**src/rtl/galpat_pkg.sv**
```systemverilog
package galpat_pkg;

    typedef enum logic [2:0] {
        GP_IDLE,
        GP_FILL,
        GP_PROBE_WR,
        GP_RD_OTHER,
        GP_RD_PROBE,
        GP_RESTORE
    } gp_state_e;

endpackage

```
**src/rtl/galpat_addr.sv**
```systemverilog
module galpat_addr #(
    parameter int AW = 6,
    parameter int LW = AW + 1
) (
    input  logic [AW-1:0] base_i,
    input  logic [LW-1:0] off_i,
    output logic [AW-1:0] addr_o
);
    always_comb begin
        addr_o = base_i + off_i[AW-1:0];
    end
endmodule

```
**src/rtl/galpat_cmp.sv**
```systemverilog
module galpat_cmp #(
    parameter int AW = 6,
    parameter int DW = 8
) (
    input  logic          clk,
    input  logic          rst_n,
    input  logic          issue_i,
    input  logic [AW-1:0] issue_addr_i,
    input  logic [DW-1:0] issue_exp_i,
    input  logic [DW-1:0] rdata_i,
    output logic          mismatch_o,
    output logic [AW-1:0] mis_addr_o
);
    typedef struct packed {
        logic          valid;
        logic [AW-1:0] addr;
        logic [DW-1:0] exp;
    } pend_t;

    pend_t pend_d, pend_q;

    always_comb begin
        pend_d.valid = issue_i;
        pend_d.addr  = issue_addr_i;
        pend_d.exp   = issue_exp_i;
        mismatch_o   = pend_q.valid && (rdata_i != pend_q.exp);
        mis_addr_o   = pend_q.addr;
    end

    always_ff @(posedge clk or negedge rst_n) begin
        if (!rst_n) pend_q <= '0;
        else        pend_q <= pend_d;
    end

    // a mismatch is only raised for a read issued in the previous cycle
    p_cmp_latency_r7: assert property (@(posedge clk) disable iff (!rst_n)
        mismatch_o |-> $past(issue_i));
endmodule

```
**src/rtl/galpat_bist.sv**
```systemverilog
module galpat_bist
    import galpat_pkg::*;
#(
    parameter int              AW = 6,
    parameter int              DW = 8,
    parameter logic [DW-1:0]   BG = '0
) (
    input  logic          clk,
    input  logic          rst_n,
    input  logic          start,
    input  logic [AW-1:0] base,
    input  logic [AW:0]   len,
    output logic [AW-1:0] ram_addr,
    output logic          ram_we,
    output logic [DW-1:0] ram_wdata,
    input  logic [DW-1:0] ram_rdata,
    output logic          busy,
    output logic          done,
    output logic          fail,
    output logic [AW-1:0] fail_addr
);
    localparam int LW = AW + 1;

    typedef struct packed {
        gp_state_e     st;
        logic [AW-1:0] base;
        logic [LW-1:0] len;
        logic [LW-1:0] probe;
        logic [LW-1:0] other;
        logic          sweep;
        logic          done;
        logic          fail;
        logic [AW-1:0] faddr;
    } ctl_t;

    ctl_t q, d;

    logic [LW-1:0] off;
    logic          issue;
    logic [DW-1:0] exp_val;
    logic [DW-1:0] probe_val;
    logic [LW-1:0] nxt_other;
    logic          mismatch;
    logic [AW-1:0] mis_addr;
    logic [AW-1:0] addr_w;

    galpat_addr #(.AW(AW), .LW(LW)) u_addr (
        .base_i (q.base),
        .off_i  (off),
        .addr_o (addr_w)
    );

    galpat_cmp #(.AW(AW), .DW(DW)) u_cmp (
        .clk          (clk),
        .rst_n        (rst_n),
        .issue_i      (issue),
        .issue_addr_i (addr_w),
        .issue_exp_i  (exp_val),
        .rdata_i      (ram_rdata),
        .mismatch_o   (mismatch),
        .mis_addr_o   (mis_addr)
    );

    always_comb begin
        d         = q;
        off       = '0;
        issue     = 1'b0;
        exp_val   = BG;
        ram_we    = 1'b0;
        ram_wdata = BG;
        probe_val = q.sweep ? BG : ~BG;
        nxt_other = q.other + LW'(1);
        if (nxt_other == q.probe) nxt_other = q.other + LW'(2);

        unique case (q.st)
            GP_IDLE: begin
                if (start) begin
                    d.base = base;
                    d.len  = len;
                    d.done = (len == '0);
                    d.fail = 1'b0;
                    d.other = '0;
                    if (len != '0) d.st = GP_FILL;
                end
            end
            GP_FILL: begin
                ram_we = 1'b1;
                off    = q.other;
                if (q.other == q.len - LW'(1)) begin
                    d.st    = GP_PROBE_WR;
                    d.probe = '0;
                    d.sweep = 1'b0;
                end else begin
                    d.other = q.other + LW'(1);
                end
            end
            GP_PROBE_WR: begin
                ram_we    = 1'b1;
                off       = q.probe;
                ram_wdata = probe_val;
                if (q.len == LW'(1)) begin
                    d.st = GP_RESTORE;
                end else begin
                    d.other = (q.probe == '0) ? LW'(1) : '0;
                    d.st    = GP_RD_OTHER;
                end
            end
            GP_RD_OTHER: begin
                off     = q.other;
                issue   = 1'b1;
                exp_val = BG;
                d.st    = GP_RD_PROBE;
            end
            GP_RD_PROBE: begin
                off     = q.probe;
                issue   = 1'b1;
                exp_val = probe_val;
                if (nxt_other >= q.len) begin
                    d.st = GP_RESTORE;
                end else begin
                    d.other = nxt_other;
                    d.st    = GP_RD_OTHER;
                end
            end
            GP_RESTORE: begin
                ram_we    = 1'b1;
                off       = q.probe;
                ram_wdata = BG;
                if (q.probe == q.len - LW'(1)) begin
                    if (q.sweep) begin
                        d.st   = GP_IDLE;
                        d.done = 1'b1;
                    end else begin
                        d.sweep = 1'b1;
                        d.probe = '0;
                        d.st    = GP_PROBE_WR;
                    end
                end else begin
                    d.probe = q.probe + LW'(1);
                    d.st    = GP_PROBE_WR;
                end
            end
            default: d.st = GP_IDLE;
        endcase

        // a mismatch wins over every other transition, including completion
        if (mismatch && q.st != GP_IDLE) begin
            d.st    = GP_IDLE;
            d.fail  = 1'b1;
            d.done  = 1'b0;
            d.faddr = mis_addr;
            ram_we  = 1'b0;
            issue   = 1'b0;
        end
    end

    always_ff @(posedge clk or negedge rst_n) begin
        if (!rst_n) begin
            q    <= '0;
            q.st <= GP_IDLE;
        end else begin
            q <= d;
        end
    end

    assign ram_addr  = addr_w;
    assign busy      = (q.st != GP_IDLE);
    assign done      = q.done;
    assign fail      = q.fail;
    assign fail_addr = q.faddr;

    logic [AW-1:0] rel_addr;
    assign rel_addr = ram_addr - q.base;

    // busy and done never coexist
    p_busy_done_excl_r6: assert property (@(posedge clk) disable iff (!rst_n)
        busy |-> !done);
    // every access stays inside the window
    p_addr_window_r11: assert property (@(posedge clk) disable iff (!rst_n)
        busy |-> ({1'b0, rel_addr} < q.len));
    // the abort cycle leaves the block quiet
    p_quiet_after_fail_r7: assert property (@(posedge clk) disable iff (!rst_n)
        $rose(fail) |-> (!busy && !ram_we));
    // fail result holds until a new start
    p_fail_hold_r7: assert property (@(posedge clk) disable iff (!rst_n)
        (fail && !start) |=> (fail && $stable(fail_addr)));
    // empty window completes at once
    p_empty_r9: assert property (@(posedge clk) disable iff (!rst_n)
        (start && !busy && len == '0) |=> (done && !busy));
    // start during a run does not reload the window
    p_start_ignored_r10: assert property (@(posedge clk) disable iff (!rst_n)
        (busy && start) |=> $stable(q.base) && $stable(q.len));
endmodule

```
**config.mk**
```make
export PLATFORM = sky130hd
export DESIGN_NAME = galpat_bist
export DESIGN_NICKNAME = d
export VERILOG_FILES = /design/src/rtl/galpat_pkg.sv /design/src/rtl/galpat_addr.sv /design/src/rtl/galpat_cmp.sv /design/src/rtl/galpat_bist.sv
export SDC_FILE = /design/constraint.sdc
export NUM_CORES = 1
export LEC_CHECK = 0
export BUFFER_PORTS_ARGS = -buffer_cell sky130_fd_sc_hd__buf_2
export CORE_UTILIZATION = 30
export CTS_BUF_LIST = sky130_fd_sc_hd__clkbuf_8
export CTS_CLUSTER_DIAMETER = 150
export DETAILED_ROUTE_END_ITERATION = 8
export HOLD_SLACK_MARGIN = 0.08
export SLEW_MARGIN = 20
export SYNTH_ARGS = -nofsm -noshare
export SYNTH_HDL_FRONTEND = slang
export SYNTH_HIERARCHICAL = 1
export SYNTH_SLANG_ARGS = --single-unit
```
**constraint.sdc**
```tcl
create_clock -name clk -period 3.8 [get_ports clk]
set_input_delay 0.38 -clock clk [delete_from_list [all_inputs] [get_ports clk]]
set_output_delay 0.38 -clock clk [all_outputs]
set_load 0.02 [all_outputs]
```
==> impl_metrics.yaml, run 1 <==
timing:
  min_period_ns: 3.57
  rsz0062_at_grt: "false"
  setup_viol: 0
  fmax_ghz: 0.280
  worst_pin_slew_ns: 0.957
  hold_viol_final: 0
  skew_ns: 0.0155
  report.final.slew_viol_count: 0
  fin_crit_sh: 0.940
  relSlewSlack: 0.345
  tns_ns: 0
drt:
  vias: 3011
  vias_per_cell: 4.96
  wl_mm: 9.27
  ant_nets: 0
  drc: 0
  dr.first_iter.drc_count: 203
  drt_pass1_iterations: 4
  drt-wirelength-per-cell_um: 15.3
pwr:
  p_leak_nw: 2.03
  power_per_cell_area_nw_per_um2: 773
  irDropWorstVdd_mv: 0.259
  p_total_w: 0.00338
cells_and_area:
  drive_gt1_frac: 0.267
  area_delta_synth_final_pct: 12.8
  nets: 477
  diodes: 0
worst_setup_path:
  worstPathRequired_ns: 4.01
  ff2ff_path_depth: 13
  cp-end-kind: "flop"
  worstPathArrival_ns: 3.78
  path_max_fanout: 7
  r2r_start: "q[12]$_DFFE_PN0P_"
  timing.rr.end: "q[14]$_DFFE_PN0P_"
  critPathKind: "reg -> reg"
  rrSetupSlack_ns: 0.23
  cp-start-kind: "flop"
global_routing:
  grtUsageMet3: 0.0235
  met1_usage: 0.183
  grtUsageTotal: 0.141
  gr-total-overflow: 0
  grt_pass1_wl_mm: 14.6
  grt_pass1_vias: 2851
  met2_usage: 0.247
  top_usage_layer: "met2"
  antenna_found_initial: 0
  grt_max_degree: 55
synthesis:
  yosys_warnings: 6
  syn_nets: 444
  avgSynthCellArea_um2: 9.68
  synth_cells: 401
  syn-cell-area_um2: 3880
clock_tree:
  htree_levels: 2
  clk_pin_slew_worst_paths_ns: 0.12
  cts_sinks: 54
  clk_latency_ns: 0.32
  clockBufferDepth: 2
  cts_tree: "built"
  cts_buffers: 5
  cts_hold_buf: 0
  cts_root_buf: "clkbuf_8"
die:
  core_area_um2: 12600
  start_util: 0.307
  die_h_um: 116
  die_width_um: 116
  ioPinCount: 48
  die-area_um2: 13400
  core.rowCount: 41
run_status:
  outcome: "complete, no violations"
place:
  place_hpwl_mm: 7.19
  port_buffers: 47
  gp_congestion: 0.883
flow_run:
  drv_cap: 0
min_path:
  hp-class: "in -> async"
what timing repair did:
action,CTS,global route
resized for setup,0,6
buffers inserted,0,1
endpoints found under the setup margin,0,7
critical path, cell delays in order (launching register included):
cell and delay (ns):
dfrtp_1 0.55, xor3_1 0.39, o22ai_2 0.20, nand4_4 0.15
nor2_4 0.15, mux2i_1 0.26, nand3_1 0.12, xnor2_1 0.14
ha_1 0.31, and4_1 0.23, a211oi_4 0.30, a211oi_4 0.14
buf_4 0.20, o41ai_2 0.31
cell type report:
type | count | area [um^2]
flip-flops and latches | 54 | 1350
clock buffers | 5 | 68.8
repair buffers | 73 | 430
clock inverters | 3 | 28.8
fillers | 1316 | 8240
multi-input cells | 280 | 2210
inverters | 20 | 75.1
well taps | 172 | 215
placed cells by master, fill, tap and decap left out, types with 5 or more instances in the layout:
| cell type | n |
|---|---|
| nand2_1 | 30 |
| nor2_1 | 23 |
| mux2_2 | 14 |
| xnor2_1 | 17 |
| o21bai_1 | 5 |
| o21ai_0 | 14 |
| and3_1 | 6 |
| o22ai_1 | 6 |
| nor4_1 | 7 |
| buf_4 | 26 |
| clkbuf_8 | 5 |
| xor2_1 | 21 |
| a21oi_1 | 16 |
| inv_1 | 20 |
| nand2b_1 | 9 |
| ha_1 | 18 |
| o21ai_1 | 7 |
| nand3_1 | 9 |
| buf_2 | 47 |
| dfrtp_1 | 54 |
worst max path at each step:
stage | slack (ns) | endpoint | startpoint
6_report | 0.23 | q[14]$_DFFE_PN0P_ | q[12]$_DFFE_PN0P_
5_1_grt | 0.004 | q[14]$_DFFE_PN0P_ | q[10]$_DFFE_PN0P_
4_1_cts | 0.05 | q[10]$_DFFE_PN0P_ | q[10]$_DFFE_PN0P_
3_5_place_dp | 0.08 | q[10]$_DFFE_PN0P_ | q[10]$_DFFE_PN0P_
3_3_place_gp | 0.29 | q[14]$_DFFE_PN0P_ | q[11]$_DFFE_PN0P_
2_1_floorplan | 0.17 | q[13]$_DFFE_PN0P_ | q[10]$_DFFE_PN0P_
flip-flops by register name, summed over array words and instances, names as in the netlist:
register,cells
q,31
u_cmp/mis_addr_o,6
fail,1
u_cmp/pend_q,9
fail_addr,6
done,1
through the flow:
stage          area, um^2  hold WS [ns]  std cells  utilization  setup WS [ns]
2_1_floorplan        3880        0.0844        401            -          0.174
3_3_place_gp         4240         0.460        598        0.336          0.289
3_5_place_dp         4240         0.467        598        0.336         0.0757
4_1_cts              4330         0.202        606        0.343         0.0512
5_1_grt              4380         0.231        607        0.347        0.00447
6_report             4380         0.180        607        0.347          0.226
where the power goes:
part	leakage [nW]	switching [W]	total [W]	internal [W]
sequential	0.695	0.000180	0.000947	0.000768
combinational	1.29	0.00118	0.00208	0.000902
clock	0.0502	0.000220	0.000357	0.000137
layer usage:
metal,vias up,part of all wire
li1,1455,-
met1,1471,0.47
met2,74,0.48
met3,11,0.032
met4,0,0.014
met5,-,0
No activity file was read; power rests on OpenSTA's default activity.
==> run 2: changes to the inputs <==
==> constraint.sdc (replaced) <==
create_clock -name clk -period 3.8 [get_ports clk]
set_input_delay 0.76 -clock clk [delete_from_list [all_inputs] [get_ports clk]]
set_output_delay 0.76 -clock clk [all_outputs]
set_load 0.02 [all_outputs]
==> impl_metrics.yaml, run 2 (synthesis results as in run 1) <==
pwr:
  p_leak_nw: 2.04
  p_total_w: 0.00344
  comb_power_share: 0.623
  p_sw_w: 0.00161
  p_int_w: 0.00183
  p_clk_frac: 0.104
  irDropWorstVdd_mv: 0.204
  switching_share: 0.469
  power_per_cell_area_nw_per_um2: 779
  seqPwrFrac: 0.272
cells_and_area:
  diodes: 0
  final_common_cell: "dfrtp_1"
  nets: 481
  largest_register_ffs: 31
  n_fill_cell: 1316
  drive_gt1_frac: 0.282
  stdcell_area_um2: 4420
  final_cell_mix: "dfrtp_1 (51), buf_2 (47), nand2_1 (30), buf_4 (29), nor2_1 (23)"
  fin_cells: 611
  area_delta_synth_final_pct: 13.9
  regMostFlops: "q"
  largestRegisters: "q x31, u_cmp/pend_q x9"
worst_setup_path:
  cp-end-kind: "flop"
  worstPathArrival_ns: 3.79
  slowest_delay_ns: 0.46
  path_buf_inv: 1
  critPathKind: "reg -> reg"
  slowest_stage: "dfrtp_2"
  path_max_fanout: 5
  cp-start-kind: "flop"
  path_cells: "ha_1 -> xor2_1 -> nor2_1 -> nand4_4 -> nor2_4 -> mux2i_1 -> nand3_1 -> xnor2_1 -> ha_1 -> and4_1 -> a211oi_4 -> a211oi_4 -> buf_4 -> o21ai_1 -> o21ai_0"
  worstPathRequired_ns: 3.99
  path_delay_family: "simple AND/OR/NAND/NOR gates"
global_routing:
  grt_max_degree: 33
  gr-total-overflow: 0
  grt_pass1_vias: 2904
  grt_pass1_wl_mm: 14.8
  antenna_found_initial: 0
  grtUsageTotal: 0.145
timing:
  setup_viol: 0
  fmax_ghz: 0.278
  tns_ns: 0
  finalWorstSetupSlack_ns: 0.197
  report.final.slew_viol_count: 3
  hold_viol_final: 0
  relSlewSlack: -0.186
  min_period_ns: 3.60
  worst_pin_slew_ns: 1.73
  skew_ns: 0.0123
  rsz0062_at_grt: "false"
  fin_crit_sh: 0.948
drt:
  dr.first_iter.drc_count: 155
  vias: 3050
  drc: 0
  drt-wirelength-per-cell_um: 15.6
  vias_per_cell: 4.99
  ant_nets: 0
  drt_pass1_iterations: 5
  wl_mm: 9.52
run_status:
  outcome: "finished, violations left"
  violations: "capacitance limit, slew limit"
clock_tree:
  htree_levels: 2
  cts_root_buf: "clkbuf_8"
  clockBufferDepth: 2
  clk_pin_slew_worst_paths_ns: 0.12
  cts_tree: "built"
  clk_latency_ns: 0.32
  cts_buffers: 5
  cts_sinks: 54
die:
  core.rowCount: 41
  die-area_um2: 13400
  start_util: 0.307
  die_width_um: 116
  core_area_um2: 12600
  ioPinCount: 48
  die_h_um: 116
place:
  gp_congestion: 0.860
  dp_slack_ns: 0.0194
  place_hpwl_mm: 7.31
  port_buffers: 47
  dp.cells: 601
  place_area_um2: 4260
flow_run:
  drv_cap: 1
min_path:
  hp-class: "in -> async"
## run 2: power groups by stage
| stage | clock network (W) | logic, W | registers (W) |
|---|---|---|---|
| 2_1_floorplan | 0 | 0.00166 | 0.000894 |
| 3_3_place_gp | 0 | 0.00203 | 0.000944 |
| 3_5_place_dp | 0 | 0.00206 | 0.000951 |
| 4_1_cts | 0.000371 | 0.00209 | 0.000938 |
| 5_1_grt | 0.000388 | 0.00235 | 0.000966 |
| 6_report | 0.000359 | 0.00214 | 0.000937 |
## run 2: cell type report
class / count / area (um^2) / area share
Multi-Input combinational cell: 281 / 2220 / 0.503
Inverter: 20 / 75.1 / 0.0170
Clock inverter: 3 / 28.8 / 0.00651
Clock buffer: 5 / 68.8 / 0.0156
Sequential cell: 54 / 1360 / 0.307
Timing Repair Buffer: 76 / 453 / 0.102
Tap cell: 172 / 215 / 0.0487
## run 2: per-stage QoR
step	util	hold WS, ns
floorplan	-	0.464
global placement	0.337	0.459
detailed placement	0.337	0.464
CTS	0.346	0.415
global route	0.350	0.426
finish	0.350	0.395
## run 2: what timing repair did
action,4_1_cts,5_1_grt
buffers inserted,0,1
setup endpoints to repair,1,8
pin swaps,0,2
gates cloned,0,1
hold buffers,0,0
gates resized for setup,1,8
## run 2: path summary, 6_finish.rpt
check	startpoint	endpoint	slack, ns	cells past startpoint
min in group clk	u_cmp/mis_addr_o[5]$_DFF_PN0_	fail_addr[5]$_DFFE_PN0P_	0.49	1
worst min-delay path	rst_n	fail_addr[2]$_DFFE_PN0P_	0.39	1
worst max-delay path	q[10]$_DFFE_PN0P_	q[11]$_DFFE_PN0P_	0.20	15
worst max register to register	q[10]$_DFFE_PN0P_	q[11]$_DFFE_PN0P_	0.20	15
max in group asynchronous	rst_n	q[37]$_DFFE_PN0P_	2.58	2
worst min register to register	u_cmp/mis_addr_o[5]$_DFF_PN0_	fail_addr[5]$_DFFE_PN0P_	0.49	1
## run 2: per-layer routing
| metal | part of all wire | wire length [um] | track usage | up-vias |
|---|---|---|---|---|
| li1 | - | - | - | 1467 |
| met1 | 0.45 | 4320 | 0.187 | 1488 |
| met2 | 0.48 | 4610 | 0.252 | 85 |
| met3 | 0.050 | 474 | 0.0251 | 10 |
| met4 | 0.012 | 116 | 0.0350 | 0 |
| met5 | 0 | 0 | 0 | - |
## run 2: worst reg2reg max path, cell delays in order (launching register included)
cell and delay, ns:
dfrtp_2 0.46, ha_1 0.34, xor2_1 0.16, nor2_1 0.18, nand4_4 0.13, nor2_4 0.15
mux2i_1 0.25, nand3_1 0.12, xnor2_1 0.14, ha_1 0.31, and4_1 0.24, a211oi_4 0.38
a211oi_4 0.16, buf_4 0.24, o21ai_1 0.11, o21ai_0 0.11
==> run 3: changes to the inputs <==
--- a/config.mk
+++ b/config.mk
@@ -7,7 +7,6 @@
 export LEC_CHECK = 0
 export BUFFER_PORTS_ARGS = -buffer_cell sky130_fd_sc_hd__buf_2
 export CORE_UTILIZATION = 30
-export CTS_BUF_LIST = sky130_fd_sc_hd__clkbuf_8
 export CTS_CLUSTER_DIAMETER = 150
 export DETAILED_ROUTE_END_ITERATION = 8
 export HOLD_SLACK_MARGIN = 0.08
==> impl_metrics.yaml, run 3 (synthesis results as in run 1) <==
drt:
  wl_mm: 9.53
  ant_nets: 0
  vias_per_cell: 5.02
  drt-wirelength-per-cell_um: 15.6
  drc: 0
  vias: 3069
  drt_pass1_iterations: 4
  dr.first_iter.drc_count: 175
worst_setup_path:
  ff2ff_path_depth: 15
  path_delay_family: "simple AND/OR/NAND/NOR gates"
  path_buf_inv: 1
  path_cells: "ha_1 -> nand4_1 -> xnor2_2 -> nand4_4 -> nor2_4 -> mux2i_1 -> nand3_1 -> xnor2_1 -> ha_1 -> and4_1 -> a211oi_4 -> a211oi_4 -> buf_4 -> o21ai_1 -> o21ai_0"
  path_max_fanout: 5
  timing.rr.end: "q[11]$_DFFE_PN0P_"
  cp-end-kind: "flop"
  rrSetupSlack_ns: 0.18
  critPathKind: "reg -> reg"
  worstPathArrival_ns: 3.78
  r2r_start: "q[10]$_DFFE_PN0P_"
  slowest_stage: "dfrtp_1"
  slowest_delay_ns: 0.44
  cp-start-kind: "flop"
  worstPathRequired_ns: 3.96
  crit_start: "q[10]$_DFFE_PN0P_"
timing:
  skew_ns: 0.00790
  min_period_ns: 3.62
  hold_viol_final: 0
  tns_ns: 0
  worst_pin_slew_ns: 1.67
  setup_viol: 0
  timing.hold.ws_ns: 0.429
  fmax_ghz: 0.276
  fin_crit_sh: 0.952
  report.final.slew_viol_count: 3
  finalWorstSetupSlack_ns: 0.183
  relSlewSlack: -0.145
clock_tree:
  cts_hold_buf: 0
  clk_pin_slew_worst_paths_ns: 0.08
  cts_root_buf: "clkbuf_16"
  htree_levels: 2
  cts_buffers: 5
  clk_latency_ns: 0.30
  cts_sinks: 54
  cts_tree: "built"
  clockBufferDepth: 2
place:
  port_buffers: 47
  place_hpwl_mm: 7.31
  gp_congestion: 0.860
  dp_slack_ns: 0.0194
pwr:
  switching_share: 0.456
  power_per_cell_area_nw_per_um2: 798
  p_sw_w: 0.00163
  seqPwrFrac: 0.263
  p_leak_nw: 2.07
  p_total_w: 0.00357
  irDropWorstVdd_mv: 0.246
  p_int_w: 0.00194
  comb_power_share: 0.601
  p_clk_frac: 0.136
die:
  core_area_um2: 12600
  die_width_um: 116
  die_h_um: 116
  die-area_um2: 13400
  start_util: 0.307
  core.rowCount: 41
  ioPinCount: 48
global_routing:
  grt_pass1_wl_mm: 14.9
  grt_pass1_vias: 2904
  grtUsageTotal: 0.145
  gr-total-overflow: 0
  grt_max_degree: 33
  antenna_found_initial: 0
cells_and_area:
  n_fill_cell: 1314
  largestRegisters: "q x31, u_cmp/pend_q x9"
  seq_area_um2: 1350
  area_delta_synth_final_pct: 15.3
  multi_input_area_um2: 2220
  final_common_cell: "dfrtp_1"
  largest_register_ffs: 31
  diodes: 0
  regMostFlops: "q"
  drive_gt1_frac: 0.278
  nets: 481
  final_cell_mix: "dfrtp_1 (53), buf_2 (47), nand2_1 (30), buf_4 (29), nor2_1 (23)"
flow_run:
  drv_cap: 1
min_path:
  hp-class: "in -> async"
run_status:
  violations: "capacitance limit, slew limit"
  outcome: "finished, violations left"
run 3: cell types whose count changed in the layout (fill, tap and decap cells not counted):
cell and change:
clkbuf_16 +5, clkbuf_8 -5, dfrtp_1 +2, dfrtp_2 -2
run 3: worst register-to-register path, stage by stage (launching register included):
cell      delay, ns
dfrtp_1        0.44
ha_1           0.24
nand4_1        0.17
xnor2_2        0.28
nand4_4        0.15
nor2_4         0.15
mux2i_1        0.25
nand3_1        0.12
xnor2_1        0.14
ha_1           0.32
and4_1         0.24
a211oi_4       0.38
a211oi_4       0.16
buf_4          0.24
o21ai_1        0.11
o21ai_0        0.11
run 3: area by class of cell:
class | instances | share of cell area
Tap cell | 172 | 0.0481
Sequential cell | 54 | 0.302
Clock inverter | 3 | 0.00643
Inverter | 20 | 0.0168
Timing Repair Buffer | 76 | 0.101
Multi-Input combinational cell | 281 | 0.497
Clock buffer | 5 | 0.0280
run 3: what timing repair did:
action / in CTS / in global routing
setup buffers: 0 / 1
gates resized for setup: 0 / 7
hold endpoints to repair: 0 / 0
setup endpoints to repair: 0 / 7
run 3: power groups by stage:
| stage | logic [W] | clock network (W) | registers, W |
|---|---|---|---|
| final | 0.00215 | 0.000486 | 0.000938 |
| after global routing | 0.00235 | 0.000516 | 0.000966 |
| after CTS | 0.00208 | 0.000498 | 0.000940 |
| after detailed placement | 0.00206 | 0 | 0.000951 |
| after global placement | 0.00203 | 0 | 0.000944 |
| after floorplan | 0.00166 | 0 | 0.000894 |
run 3: layer usage:
| layer | share of wire | track usage | vias to the layer above |
|---|---|---|---|
| li1 | - | - | 1468 |
| met1 | 0.46 | 0.189 | 1509 |
| met3 | 0.047 | 0.0251 | 8 |
| met5 | 0 | 0 | - |
| met2 | 0.48 | 0.251 | 84 |
| met4 | 0.011 | 0.0325 | 0 |
run 3: worst max path at each step:
stage	cells after the start	slack [ns]	to
2_1_floorplan	15	0.17	q[13]$_DFFE_PN0P_
3_3_place_gp	13	0.17	q[12]$_DFFE_PN0P_
3_5_place_dp	14	0.02	q[12]$_DFFE_PN0P_
4_1_cts	13	0.003	q[12]$_DFFE_PN0P_
5_1_grt	15	-0.008	q[11]$_DFFE_PN0P_
6_report	15	0.18	q[11]$_DFFE_PN0P_
run 3: metrics by stage:
stage | cells | util | cell area, um^2
after detailed placement | 601 | 0.337 | 4260
after CTS | 609 | 0.350 | 4410
after floorplan | 401 | - | 3880
after global placement | 601 | 0.337 | 4260
after global routing | 611 | 0.354 | 4470
final | 611 | 0.354 | 4470
